[src/rtl/gport_pkg.sv]
package gport_pkg;

    typedef enum logic [1:0] {
        IDX_DIR  = 2'd0,
        IDX_DATA = 2'd1,
        IDX_PINS = 2'd2,
        IDX_RSVD = 2'd3
    } reg_idx_e;

    // Modes in which set direction bits hand pins to bus strobes
    function automatic logic mode_is_bus(input int unsigned m);
        return (m >= 4) && (m <= 6);
    endfunction

    // Modes in which the top pin comes out of power-on reset as a strobe
    function automatic logic mode_dir_hi(input int unsigned m);
        return (m == 4) || (m == 5);
    endfunction

endpackage

[src/rtl/gport_regs.sv]
module gport_regs #(
    parameter int unsigned NPIN   = 5,
    parameter int unsigned DW     = 8,
    parameter int unsigned MODE_W = 3
) (
    input  logic              clk,
    input  logic              rst_n,
    input  logic              rst_por,
    input  logic              hw_standby,
    input  logic [MODE_W-1:0] mode,
    input  logic              wr_en,
    input  logic [1:0]        wr_idx,
    input  logic [DW-1:0]     wdata,
    output logic [NPIN-1:0]   dir_o,
    output logic [NPIN-1:0]   data_o,
    output logic [MODE_W-1:0] mode_o
);
    typedef struct packed {
        logic [NPIN-1:0]   dir;
        logic [NPIN-1:0]   data;
        logic [MODE_W-1:0] mode;
        logic              por_seen;
    } regs_t;

    regs_t s_d, s_q;

    function automatic logic [NPIN-1:0] dir_reset(input logic [MODE_W-1:0] m);
        logic [NPIN-1:0] v;
        v = '0;
        v[NPIN-1] = gport_pkg::mode_dir_hi(32'(m));
        return v;
    endfunction

    always_comb begin
        s_d = s_q;
        if (!rst_n && rst_por) begin
            s_d.mode     = mode;
            s_d.dir      = dir_reset(mode);
            s_d.data     = '0;
            s_d.por_seen = 1'b1;
        end else if (hw_standby) begin
            s_d.dir  = dir_reset(s_q.mode);
            s_d.data = '0;
        end else if (!rst_n) begin
            s_d.data = '0;
        end else if (wr_en) begin
            case (gport_pkg::reg_idx_e'(wr_idx))
                gport_pkg::IDX_DIR:  s_d.dir  = wdata[NPIN-1:0];
                gport_pkg::IDX_DATA: s_d.data = wdata[NPIN-1:0];
                default: ;
            endcase
        end
    end

    always_ff @(posedge clk) begin
        s_q <= s_d;
    end

    assign dir_o  = s_q.dir;
    assign data_o = s_q.data;
    assign mode_o = s_q.mode;

    // power-on reset loads the mode-dependent direction value
    p_por_init_r1: assert property (@(posedge clk) disable iff (hw_standby)
        (!rst_n && rst_por) |=> (s_q.dir == dir_reset($past(mode))));

    // manual reset leaves direction untouched
    p_manual_keep_r2: assert property (@(posedge clk) disable iff (!s_q.por_seen)
        (!rst_n && !rst_por && !hw_standby) |=> $stable(s_q.dir));

endmodule

[src/rtl/gport_pin_mux.sv]
module gport_pin_mux #(
    parameter int unsigned NPIN   = 5,
    parameter int unsigned MODE_W = 3
) (
    input  logic              clk,
    input  logic              rst_n,
    input  logic [MODE_W-1:0] mode,
    input  logic [NPIN-1:0]   dir,
    input  logic [NPIN-1:0]   data,
    input  logic              dram_en,
    input  logic [NPIN-2:0]   bus_ctl_n,
    input  logic              cas_n,
    input  logic              sw_standby,
    input  logic              hold_en,
    input  logic              hw_standby,
    output logic [NPIN-1:0]   pin_out,
    output logic [NPIN-1:0]   pin_oe
);
    typedef struct packed {
        logic [NPIN-1:0] held;
    } hold_t;

    hold_t h_d, h_q;

    logic [NPIN-1:0] alt_src;
    logic [NPIN-1:0] alt_sel;
    logic            bus_mode;

    assign alt_src  = {bus_ctl_n, cas_n};
    assign bus_mode = gport_pkg::mode_is_bus(32'(mode));

    for (genvar g = 0; g < NPIN; g++) begin : g_sel
        if (g == 0) begin : g_cas
            assign alt_sel[g] = bus_mode && dram_en;
        end else begin : g_ctl
            assign alt_sel[g] = bus_mode && dir[g];
        end
    end

    // Strobe levels follow the bus controller until standby freezes them
    always_comb begin
        h_d = h_q;
        if (!rst_n)
            h_d.held = '1;
        else if (!sw_standby)
            h_d.held = alt_src;
    end

    always_ff @(posedge clk) begin
        h_q <= h_d;
    end

    always_comb begin
        for (int i = 0; i < NPIN; i++) begin
            if (hw_standby) begin
                pin_oe[i]  = 1'b0;
                pin_out[i] = 1'b0;
            end else if (alt_sel[i]) begin
                if (sw_standby) begin
                    pin_oe[i]  = hold_en;
                    pin_out[i] = hold_en & h_q.held[i];
                end else begin
                    pin_oe[i]  = 1'b1;
                    pin_out[i] = alt_src[i];
                end
            end else begin
                pin_oe[i]  = dir[i];
                pin_out[i] = dir[i] & data[i];
            end
        end
    end

    // hardware standby floats every pin
    p_hw_float_r3: assert property (@(posedge clk) disable iff (!rst_n)
        hw_standby |-> (pin_oe == '0));

    // DRAM strobe owns pin 0 in bus modes
    p_cas_pin0_r6: assert property (@(posedge clk) disable iff (!rst_n || hw_standby || sw_standby)
        (bus_mode && dram_en) |-> (pin_oe[0] && (pin_out[0] == cas_n)));

    // held strobes do not move during standby while the setup is unchanged
    p_stby_hold_r9: assert property (@(posedge clk) disable iff (!rst_n)
        (sw_standby && $past(sw_standby) && hold_en && $past(hold_en)
         && !hw_standby && !$past(hw_standby) && $stable(alt_sel)
         && $stable(dir) && $stable(data)) |-> $stable(pin_out));

endmodule

[src/rtl/gpio_mux_port.sv]
module gpio_mux_port #(
    parameter int unsigned NPIN   = 5,
    parameter int unsigned DW     = 8,
    parameter int unsigned MODE_W = 3
) (
    input  logic              clk,
    input  logic              rst_n,
    input  logic              rst_por,
    input  logic              hw_standby,
    input  logic              sw_standby,
    input  logic              hold_en,
    input  logic [MODE_W-1:0] mode,
    input  logic              dram_en,
    input  logic              bus_wr,
    input  logic [1:0]        bus_idx,
    input  logic [DW-1:0]     bus_wdata,
    output logic [DW-1:0]     bus_rdata,
    input  logic [NPIN-2:0]   bus_ctl_n,
    input  logic              cas_n,
    input  logic [NPIN-1:0]   pin_in,
    output logic [NPIN-1:0]   pin_out,
    output logic [NPIN-1:0]   pin_oe
);
    localparam int unsigned PAD_W = DW - NPIN;

    logic [NPIN-1:0]   dir_w;
    logic [NPIN-1:0]   data_w;
    logic [MODE_W-1:0] mode_w;

    gport_regs #(.NPIN(NPIN), .DW(DW), .MODE_W(MODE_W)) u_regs (
        .clk        (clk),
        .rst_n      (rst_n),
        .rst_por    (rst_por),
        .hw_standby (hw_standby),
        .mode       (mode),
        .wr_en      (bus_wr),
        .wr_idx     (bus_idx),
        .wdata      (bus_wdata),
        .dir_o      (dir_w),
        .data_o     (data_w),
        .mode_o     (mode_w)
    );

    gport_pin_mux #(.NPIN(NPIN), .MODE_W(MODE_W)) u_mux (
        .clk        (clk),
        .rst_n      (rst_n),
        .mode       (mode_w),
        .dir        (dir_w),
        .data       (data_w),
        .dram_en    (dram_en),
        .bus_ctl_n  (bus_ctl_n),
        .cas_n      (cas_n),
        .sw_standby (sw_standby),
        .hold_en    (hold_en),
        .hw_standby (hw_standby),
        .pin_out    (pin_out),
        .pin_oe     (pin_oe)
    );

    always_comb begin
        case (gport_pkg::reg_idx_e'(bus_idx))
            gport_pkg::IDX_DATA: bus_rdata = {{PAD_W{1'b0}}, data_w};
            gport_pkg::IDX_PINS: bus_rdata = {{PAD_W{1'b0}}, pin_in};
            default:             bus_rdata = '0;
        endcase
    end

    // the write-only and reserved indices read as zero
    p_rd_hidden_r4: assert property (@(posedge clk) disable iff (!rst_n)
        ((bus_idx == 2'd0) || (bus_idx == 2'd3)) |-> (bus_rdata == '0));

endmodule

[config.mk]
export PLATFORM = sky130hd
export DESIGN_NAME = gpio_mux_port
export DESIGN_NICKNAME = d
export VERILOG_FILES = /design/src/rtl/gport_pkg.sv /design/src/rtl/gport_regs.sv /design/src/rtl/gport_pin_mux.sv /design/src/rtl/gpio_mux_port.sv
export SDC_FILE = /design/constraint.sdc
export NUM_CORES = 1
export LEC_CHECK = 0
export BUFFER_PORTS_ARGS = -buffer_cell sky130_fd_sc_hd__buf_2
export CORE_MARGIN = 2
export CORE_UTILIZATION = 48
export DETAILED_ROUTE_END_ITERATION = 6
export PLACE_DENSITY = 0.91
export SLEW_MARGIN = 30
export SYNTH_ARGS = -nofsm -noshare
export SYNTH_HDL_FRONTEND = slang
export SYNTH_SLANG_ARGS = --single-unit
[constraint.sdc]
create_clock -name clk -period 2.3 [get_ports clk]
set_clock_uncertainty 0.2 [all_clocks]
set_input_delay 0.115 -clock clk [delete_from_list [all_inputs] [get_ports clk]]
set_output_delay 0.115 -clock clk [all_outputs]
set_load 0.05 [all_outputs]
==> impl_metrics.csv, run 1 <==
group,metric,value,unit
setup_path,cpPeakStageDelay,0.45,ns
sta,hold_slack,0.0861,ns
setup_path,critPathBufInv,1,
sta,fin_setup_tns,0,ns
clock_tree,cts_made_buffers,3,
die,die_x,50.1,um
synthesis,yosysTopAreaCellShare,27.5,%
setup_path,slowest_stage,"edfxtp_1",
placement,io_buffers,42,
synthesis,ys_top_cells_by_area,"dfxtp_1 (27%), edfxtp_1 (12%), nand2_1 (5.5%)",
sta,drv_slew,0,
synthesis,syn_avg_cell_area,9.02,sq um
detailed_routing,avgViaCountPerCell,5.23,
layout,nFillCells,149,
die,die_h,50.1,um
layout,area_growth,40.7,%
detailed_routing,dr.pass1.iters,4,
detailed_routing,wirelength,2610,um
placement,gp_congestion,0.780,
synthesis,synth_top_area_cell,"dfxtp_1",
clock_tree,ctsLongestPathBuffers,2,
power,ir_drop,0.297,mV
detailed_routing,post_drt_wl_per_cell,13.0,um
synthesis,synth_warnings,0,
detailed_routing,drt_iter0_markers,22,
synthesis,yosysMostFrequentCell,"nand2_1",
setup_path,required,1.99,ns
synthesis,synth_edf_count,4,
detailed_routing,vias,1045,
clock_tree,cts_root_buf,"clkbuf_4",
setup_path,crit_chain,"a21boi_4 > or3b_4 > o22ai_1 > buf_2",
detailed_routing,ant_nets,0,
clock_tree,htree_levels,1,
detailed_routing,route.detailed.drc,0,
die,num_rows,16,
job,drv_cap,0,
global_route,antenna_found_initial,0,
die,die-area,2510,sq um
layout,finalNetCount,208,
layout,drive_gt1_share,33.5,%
global_route,first_global_vias,987,
layout,diodes,0,
synthesis,syn-cell-area,1020,sq um
sta,rsz0062_at_grt,"false",
global_route,grt_max_degree,12,
sta,fin_crit,2.18,ns
synthesis,yosysSeqAreaShare,39.3,%
global_route,grt_usage,21.5,%
clock_tree,clock_latency,0.29,ns
sta,finalCritPeriodShare,94.9,%
setup_path,crit_path_start_kind,"flop",
power,power_density,468,nW/um^2
setup_path,cp.arrival,1.87,ns
layout,final_area,1440,sq um
sta,max_freq,0.458,GHz
synthesis,async_reset_ff_share,0,%
die,start_util,51.5,%
synthesis,synth_common_cells,"nand2_1 (15), dfxtp_1 (14)",
clock_tree,cts.repair.resized,0,
sta,setup_viol,0,
placement,dp.final_hpwl,1850,um
global_route,grt_pass1_wl,4150,um
power,leakage,0.641,nW
die,core,1980,sq um
clock_tree,cts.reportedPaths.clkPinSlew,0.10,ns
global_route,grt.overflow.total,0,
placement,place_area,1230,sq um
sta,final_hold_viol_count,0,
run_status,status,"finished clean",
setup_path,crit_path_end_kind,"primary output",
worst_hold_path,hold_class,"input pin to flop",
synthesis,syn_inst,113,
synthesis,synth_cell_types,29,
clock_tree,clock-sinks,18,
clock_tree,cts_tree,"done",
setup_path,cp_top_family,"flip-flops",
synthesis,ys_ff_latch,18,
setup_path,worstPathMaxFanout,7,
setup_path,path_class,"flop to primary output",
die,io_pins,49,
synthesis,synthFlopType,"dfxtp_1",
==> worst reg2reg max path: stages (launching register included) <==
cell           delay (ns)
dfxtp_1              0.34
nand2_1              0.06
nand3_1              0.07
dlygate4sd3_1        0.58
==> what timing repair did <==
item,in CTS,in global routing
setup buffers,0,0
endpoints found under the hold margin,17,0
hold buffers,18,0
setup endpoints to repair,0,0
==> kinds of logic after synthesis <==
logic type                 synth area share (%)
muxes                                      8.34
AOI/OAI and AO/OA                          14.4
adders and majority gates                  3.68
and+or+nand+nor                            28.3
other                                     0.368
DFF                                        39.3
buffers and inverters                      5.64
==> state kept, by name, summed over array words and instances (netlist names) <==
name and count:
u_mux.h_q 5, u_regs.data_o 5, u_regs.dir_o 5, u_regs.mode_o 3
==> metal layers <==
layer	vias up	global-route usage, %	part of all wire (%)
li1	512	-	-
met1	484	23.8	43
met2	45	39.7	50
met3	4	2.12	6.3
met4	0	11.1	1.3
met5	-	0	0
==> power breakdown <==
group          switching [mW]  internal (mW)
Clock                  0.0944         0.0674
Sequential            0.00768          0.337
Combinational          0.0924         0.0734
Total                   0.195          0.477
==> layout make-up <==
type | count | area (sq um) | area share (%)
inverters | 4 | 15.0 | 1.05
clock buffers | 4 | 26.3 | 1.83
multi-input cells | 87 | 569 | 39.7
well taps | 27 | 33.8 | 2.35
repair buffers | 60 | 390 | 27.2
flip-flops and latches | 18 | 400 | 27.9
==> per-stage QoR <==
stage | cells | utilization (%) | setup WS (ns) | power (mW)
after floorplan | 115 | - | 0.0224 | 0.452
final | 200 | 72.4 | 0.117 | 0.672
after detailed placement | 178 | 62.0 | 0.447 | 0.494
after CTS | 200 | 72.4 | 0.110 | 0.675
after global placement | 178 | 62.0 | 0.468 | 0.486
after global routing | 200 | 72.4 | 0.0310 | 0.699
==> cell usage in the layout, fill, tap and decap left out, drive strengths merged, types with 4 or more instances in the layout <==
| cell | netlist | routed |
|---|---|---|
| and2 | 4 | 4 |
| a21oi | 7 | 7 |
| nor2b | 7 | 7 |
| mux2i | 4 | 4 |
| dfxtp | 14 | 14 |
| nand3 | 8 | 8 |
| inv | 4 | 4 |
| nand2 | 15 | 15 |
| buf | 5 | 42 |
| o22ai | 4 | 4 |
| nor2 | 4 | 4 |
| or2 | 6 | 6 |
| edfxtp | 4 | 4 |
| mux2 | 4 | 4 |
| clkbuf | 1 | 4 |
| dlygate4sd3 | 0 | 18 |
| a22oi | 7 | 7 |
| nand2b | 4 | 4 |
==> worst paths after layout <==
path,from,end,slack [ns],cells past startpoint
hold / removal,hw_standby,u_regs.dir_o[3],0.09,3
setup / recovery,u_regs.mode_o[1],pin_out[1],0.12,4
setup reg to reg,u_mux.h_q[0],u_mux.h_q[0],0.94,3
hold reg to reg,u_regs.data_o[3],u_regs.data_o[3],0.30,2
Note: power is estimated with default switching activity, not from simulation.
==> run 2: changes to the inputs <==
--- a/config.mk
+++ b/config.mk
@@ -10,6 +10,7 @@
 export CORE_UTILIZATION = 48
 export DETAILED_ROUTE_END_ITERATION = 6
 export PLACE_DENSITY = 0.91
+export RECOVER_POWER = 25
 export SLEW_MARGIN = 30
 export SYNTH_ARGS = -nofsm -noshare
 export SYNTH_HDL_FRONTEND = slang
==> impl_metrics.csv, run 2 (same netlist as run 1, synthesis figures left out) <==
group,metric,value,unit
run_status,status,"finished clean",
setup_path,r2r_start,"u_mux.h_q[0]",
setup_path,crit_start,"u_regs.mode_o[1]",
global_route,grt_pass1_wl,4150,um
detailed_routing,ant_nets,0,
layout,multi_input_area,569,sq um
layout,drive_gt1_share,32.4,%
setup_path,cp-endpoint,"pin_out[1]",
layout,diodes,0,
die,die-area,2510,sq um
die,start_util,51.5,%
sta,fin_crit,2.18,ns
global_route,first_global_vias,987,
placement,dpl.cell_count,178,
placement,gp_congestion,0.780,
die,die_x,50.1,um
sta,finalCritPeriodShare,94.9,%
sta,setup_viol,0,
sta,rsz0062_at_grt,"false",
global_route,antenna_found_initial,0,
clock_tree,ctsLongestPathBuffers,2,
setup_path,reg2reg_depth,3,
sta,max_freq,0.458,GHz
power,ir_drop,0.296,mV
global_route,grt_max_degree,12,
clock_tree,clock-sinks,18,
sta,fin_setup_tns,0,ns
detailed_routing,dr.pass1.iters,4,
global_route,grt.overflow.total,0,
placement,place_area,1230,sq um
setup_path,required,1.99,ns
setup_path,cp.arrival,1.87,ns
detailed_routing,post_drt_wl_per_cell,12.9,um
layout,area_growth,40.5,%
placement,io_buffers,42,
clock_tree,cts.reportedPaths.clkPinSlew,0.10,ns
detailed_routing,vias,1029,
power,leakage,0.635,nW
setup_path,worstPathMaxFanout,7,
die,io_pins,49,
layout,nFillCells,151,
clock_tree,clock_latency,0.29,ns
clock_tree,cts_tree,"done",
detailed_routing,wirelength,2590,um
setup_path,rrSetupSlack,0.95,ns
sta,drv_slew,0,
layout,seq_area,400,sq um
clock_tree,cts_made_buffers,3,
die,core,1980,sq um
layout,fin_cells,200,
power,power_density,468,nW/um^2
die,num_rows,16,
worst_hold_path,hold_class,"input pin to flop",
layout,finalNetCount,208,
detailed_routing,avgViaCountPerCell,5.15,
layout,mostFrequentLayoutCells,"buf_2 (40), dlygate4sd3_1 (18), nand2_1 (15)",
die,die_h,50.1,um
setup_path,path_class,"flop to primary output",
global_route,grt_usage,21.5,%
placement,dp.final_hpwl,1850,um
job,drv_cap,0,
sta,final_hold_viol_count,0,
layout,final_area,1430,sq um
setup_path,crit_path_end_kind,"primary output",
clock_tree,cts_root_buf,"clkbuf_4",
setup_path,reg2reg_to,"u_mux.h_q[0]",
layout,mostFrequentLayoutCell,"buf_2",
detailed_routing,drt_iter0_markers,23,
clock_tree,htree_levels,1,
setup_path,crit_path_start_kind,"flop",
detailed_routing,route.detailed.drc,0,
[run 2: through the flow]
step / hold slack (ns) / util, % / setup slack [ns] / power, mW
floorplan: -0.0132 / - / 0.0224 / 0.452
global placement: 0.0934 / 62.0 / 0.468 / 0.486
detailed placement: 0.0981 / 62.0 / 0.447 / 0.494
CTS: 0.0494 / 72.4 / 0.110 / 0.675
global route: 0.0910 / 72.3 / 0.0310 / 0.698
finish: 0.0807 / 72.3 / 0.118 / 0.671
[run 2: repair_timing]
action | 4_1_cts | 5_1_grt
resized for setup | 0 | 0
setup buffers | 0 | 0
hold buffers | 18 | 0
endpoints found under the hold margin | 17 | 0
[run 2: final cells by class]
| cell class | count | area share (%) |
|---|---|---|
| clock buffers | 4 | 1.83 |
| inverters | 4 | 1.05 |
| multi-input cells | 87 | 39.7 |
| flip-flops and latches | 18 | 27.9 |
| well taps | 27 | 2.36 |
| repair buffers | 60 | 27.1 |
[run 2: critical path, cell delays in order (launching register included)]
cell	delay (ns)
edfxtp_1	0.45
a21boi_4	0.23
or3b_4	0.43
o22ai_1	0.18
buf_2	0.29
[run 2: metal layers]
layer	global-route usage [%]	part of all wire, %	wire length, um	vias up
li1	-	-	-	512
met1	23.8	43	1110	468
met2	39.7	50	1290	45
met3	2.12	6.3	162	4
met4	11.1	1.3	34	0
met5	0	0	0	-
[run 2: worst min path at each step]
stage                from               end  slack [ns]  cells past startpoint
6_report       hw_standby   u_regs.dir_o[3]        0.08                      3
5_1_grt        hw_standby   u_regs.dir_o[0]        0.09                      3
4_1_cts        hw_standby   u_regs.dir_o[0]        0.05                      3
3_5_place_dp      mode[0]  u_regs.mode_o[0]         0.1                      1
3_3_place_gp      mode[0]  u_regs.mode_o[0]        0.09                      1
2_1_floorplan       rst_n      u_mux.h_q[0]       -0.01                      1
[run 2: where the power goes]
part | internal [mW] | switching, mW
Combinational | 0.0730 | 0.0924
Clock | 0.0674 | 0.0940
Sequential | 0.337 | 0.00755
==> run 3: changes to the inputs <==
--- a/config.mk
+++ b/config.mk
@@ -7,9 +7,10 @@
 export LEC_CHECK = 0
 export BUFFER_PORTS_ARGS = -buffer_cell sky130_fd_sc_hd__buf_2
 export CORE_MARGIN = 2
-export CORE_UTILIZATION = 48
+export CORE_UTILIZATION = 29
 export DETAILED_ROUTE_END_ITERATION = 6
-export PLACE_DENSITY = 0.91
+export GPL_ROUTABILITY_DRIVEN = 1
+export PLACE_DENSITY = 0.62
 export RECOVER_POWER = 25
 export SLEW_MARGIN = 30
 export SYNTH_ARGS = -nofsm -noshare
==> impl_metrics.csv, run 3 (same netlist as run 1, synthesis figures left out) <==
group,metric,value,unit
clock_tree,cts_root_buf,"clkbuf_4",
global_route,grt.overflow.total,0,
clock_tree,cts_made_buffers,3,
worst_hold_path,min_path_cells,3,
sta,finalCritPeriodShare,95.8,%
global_route,first_global_vias,1042,
power,clock_power_share,24.2,%
clock_tree,clock-sinks,18,
clock_tree,cts_tree,"done",
global_route,grt_max_degree,12,
detailed_routing,wirelength,2680,um
sta,max_freq,0.454,GHz
die,die-area,4010,sq um
detailed_routing,post_drt_wl_per_cell,12.2,um
setup_path,rrSetupSlack,0.98,ns
power,power_density,457,nW/um^2
setup_path,path_class,"flop to primary output",
job,drv_cap,0,
die,die_x,63.3,um
power,internal-power,477,uW
detailed_routing,avgViaCountPerCell,4.61,
worst_hold_path,min_from,"hw_standby",
power,switching_power,194,uW
sta,final_hold_viol_count,0,
sta,drv_slew,0,
clock_tree,htree_levels,1,
sta,fin_setup_tns,0,ns
die,io_pins,49,
sta,setup_viol,0,
setup_path,reg2reg_to,"u_mux.h_q[0]",
sta,rsz0062_at_grt,"false",
die,die_h,63.3,um
placement,gp_congestion,0.758,
setup_path,cp.arrival,1.89,ns
setup_path,reg2reg_depth,3,
power,switching_share,29.0,%
detailed_routing,route.detailed.drc,0,
clock_tree,ctsLongestPathBuffers,2,
layout,area_growth,43.9,%
layout,drive_gt1_share,31.6,%
placement,io_buffers,42,
setup_path,cpPeakStageDelay,0.46,ns
layout,finalNetCount,209,
die,num_rows,21,
global_route,antenna_found_initial,0,
setup_path,r2r_start,"u_mux.h_q[0]",
worst_hold_path,holdPathEnd,"u_regs.dir_o[0]",
layout,mostFrequentLayoutCells,"buf_2 (38), dlygate4sd3_1 (19), nand2_1 (15)",
run_status,status,"finished clean",
setup_path,slowest_stage,"edfxtp_1",
setup_path,crit_chain,"a21boi_4 > or3b_4 > o22ai_1 > buf_2",
worst_hold_path,hold_class,"input pin to flop",
power,leakage,0.632,nW
detailed_routing,vias,1015,
power,p_comb_share,24.5,%
setup_path,worstPathMaxFanout,7,
setup_path,crit_path_start_kind,"flop",
setup_path,crit_path_end_kind,"primary output",
global_route,grt_pass1_wl,4640,um
placement,dp.final_hpwl,2010,um
layout,post-route-util,43.6,%
layout,diodes,0,
clock_tree,clock_latency,0.29,ns
global_route,grt_usage,14.5,%
setup_path,required,1.99,ns
power,ir_drop,0.142,mV
detailed_routing,dr.pass1.iters,5,
detailed_routing,drt_iter0_markers,19,
power,p_seq_share,51.3,%
sta,fin_crit,2.20,ns
detailed_routing,ant_nets,0,
die,core,3360,sq um
layout,mostFrequentLayoutCell,"buf_2",
clock_tree,cts.reportedPaths.clkPinSlew,0.11,ns
die,start_util,30.3,%
==> run 3: cell count changes in the layout (fill, tap and decap cells not counted) <==
cell           before  now
buf_2              40   38
buf_4               0    1
clkbuf_1            3    4
dlygate4sd3_1      18   19
==> run 3: critical path: cells and delay by family, from the launching register on <==
kind / cells / cell delay [ns]
flip-flops: 1 / 0.46
AND/OR/NAND/NOR: 1 / 0.43
AO/OA/AOI/OAI: 2 / 0.42
buffers and inverters: 1 / 0.29
==> run 3: repair_timing <==
action                                  in CTS  in global routing
endpoints found under the setup margin       0                  1
resized for setup                            0                  2
hold endpoints to repair                    17                  0
hold buffers                                19                  0
buffers inserted                             0                  0
==> run 3: power groups by stage <==
stage	clock network [mW]	logic [mW]	registers [mW]
detailed placement	0	0.143	0.351
global route	0.186	0.180	0.346
CTS	0.164	0.165	0.344
finish	0.162	0.165	0.344
floorplan	0	0.103	0.349
global placement	0	0.138	0.351
==> run 3: through the flow <==
stage	instance area, sq um	cells	setup WS [ns]	total power [mW]	hold WS, ns
finish	1470	220	0.0959	0.671	0.0529
global route	1470	220	0.00484	0.712	0.0680
CTS	1470	220	0.0550	0.673	0.0106
detailed placement	1250	197	0.390	0.494	0.0937
global placement	1250	197	0.472	0.489	0.0928
floorplan	1030	115	0.0224	0.452	-0.0132
==> run 3: worst max path at each step <==
stage	from	end	slack (ns)	cells past startpoint
after global placement	u_regs.mode_o[1]	pin_out[1]	0.47	4
after CTS	u_regs.mode_o[1]	pin_out[2]	0.06	4
after floorplan	u_regs.mode_o[1]	pin_oe[0]	0.02	3
after detailed placement	u_regs.mode_o[1]	pin_out[2]	0.39	4
after global routing	u_regs.mode_o[1]	pin_out[3]	0.005	4
final	u_regs.mode_o[1]	pin_out[3]	0.1	4
==> run 3: area by class of cell <==
class | instances | area [sq um]
Timing Repair Buffer | 61 | 399
Inverter | 4 | 15.0
Tap cell | 46 | 57.6
Clock buffer | 4 | 26.3
Sequential cell | 18 | 400
Fill cell | 376 | 1900
Multi-Input combinational cell | 87 | 569
==> run 3: layer usage <==
layer  GRT usage [%]  share of wire [%]  vias to the layer above
li1                -                  -                      509
met1            18.0                 43                      457
met2            24.3                 48                       47
met3            3.39                7.8                        2
met4            5.43                1.0                        0
met5               0                  0                        -
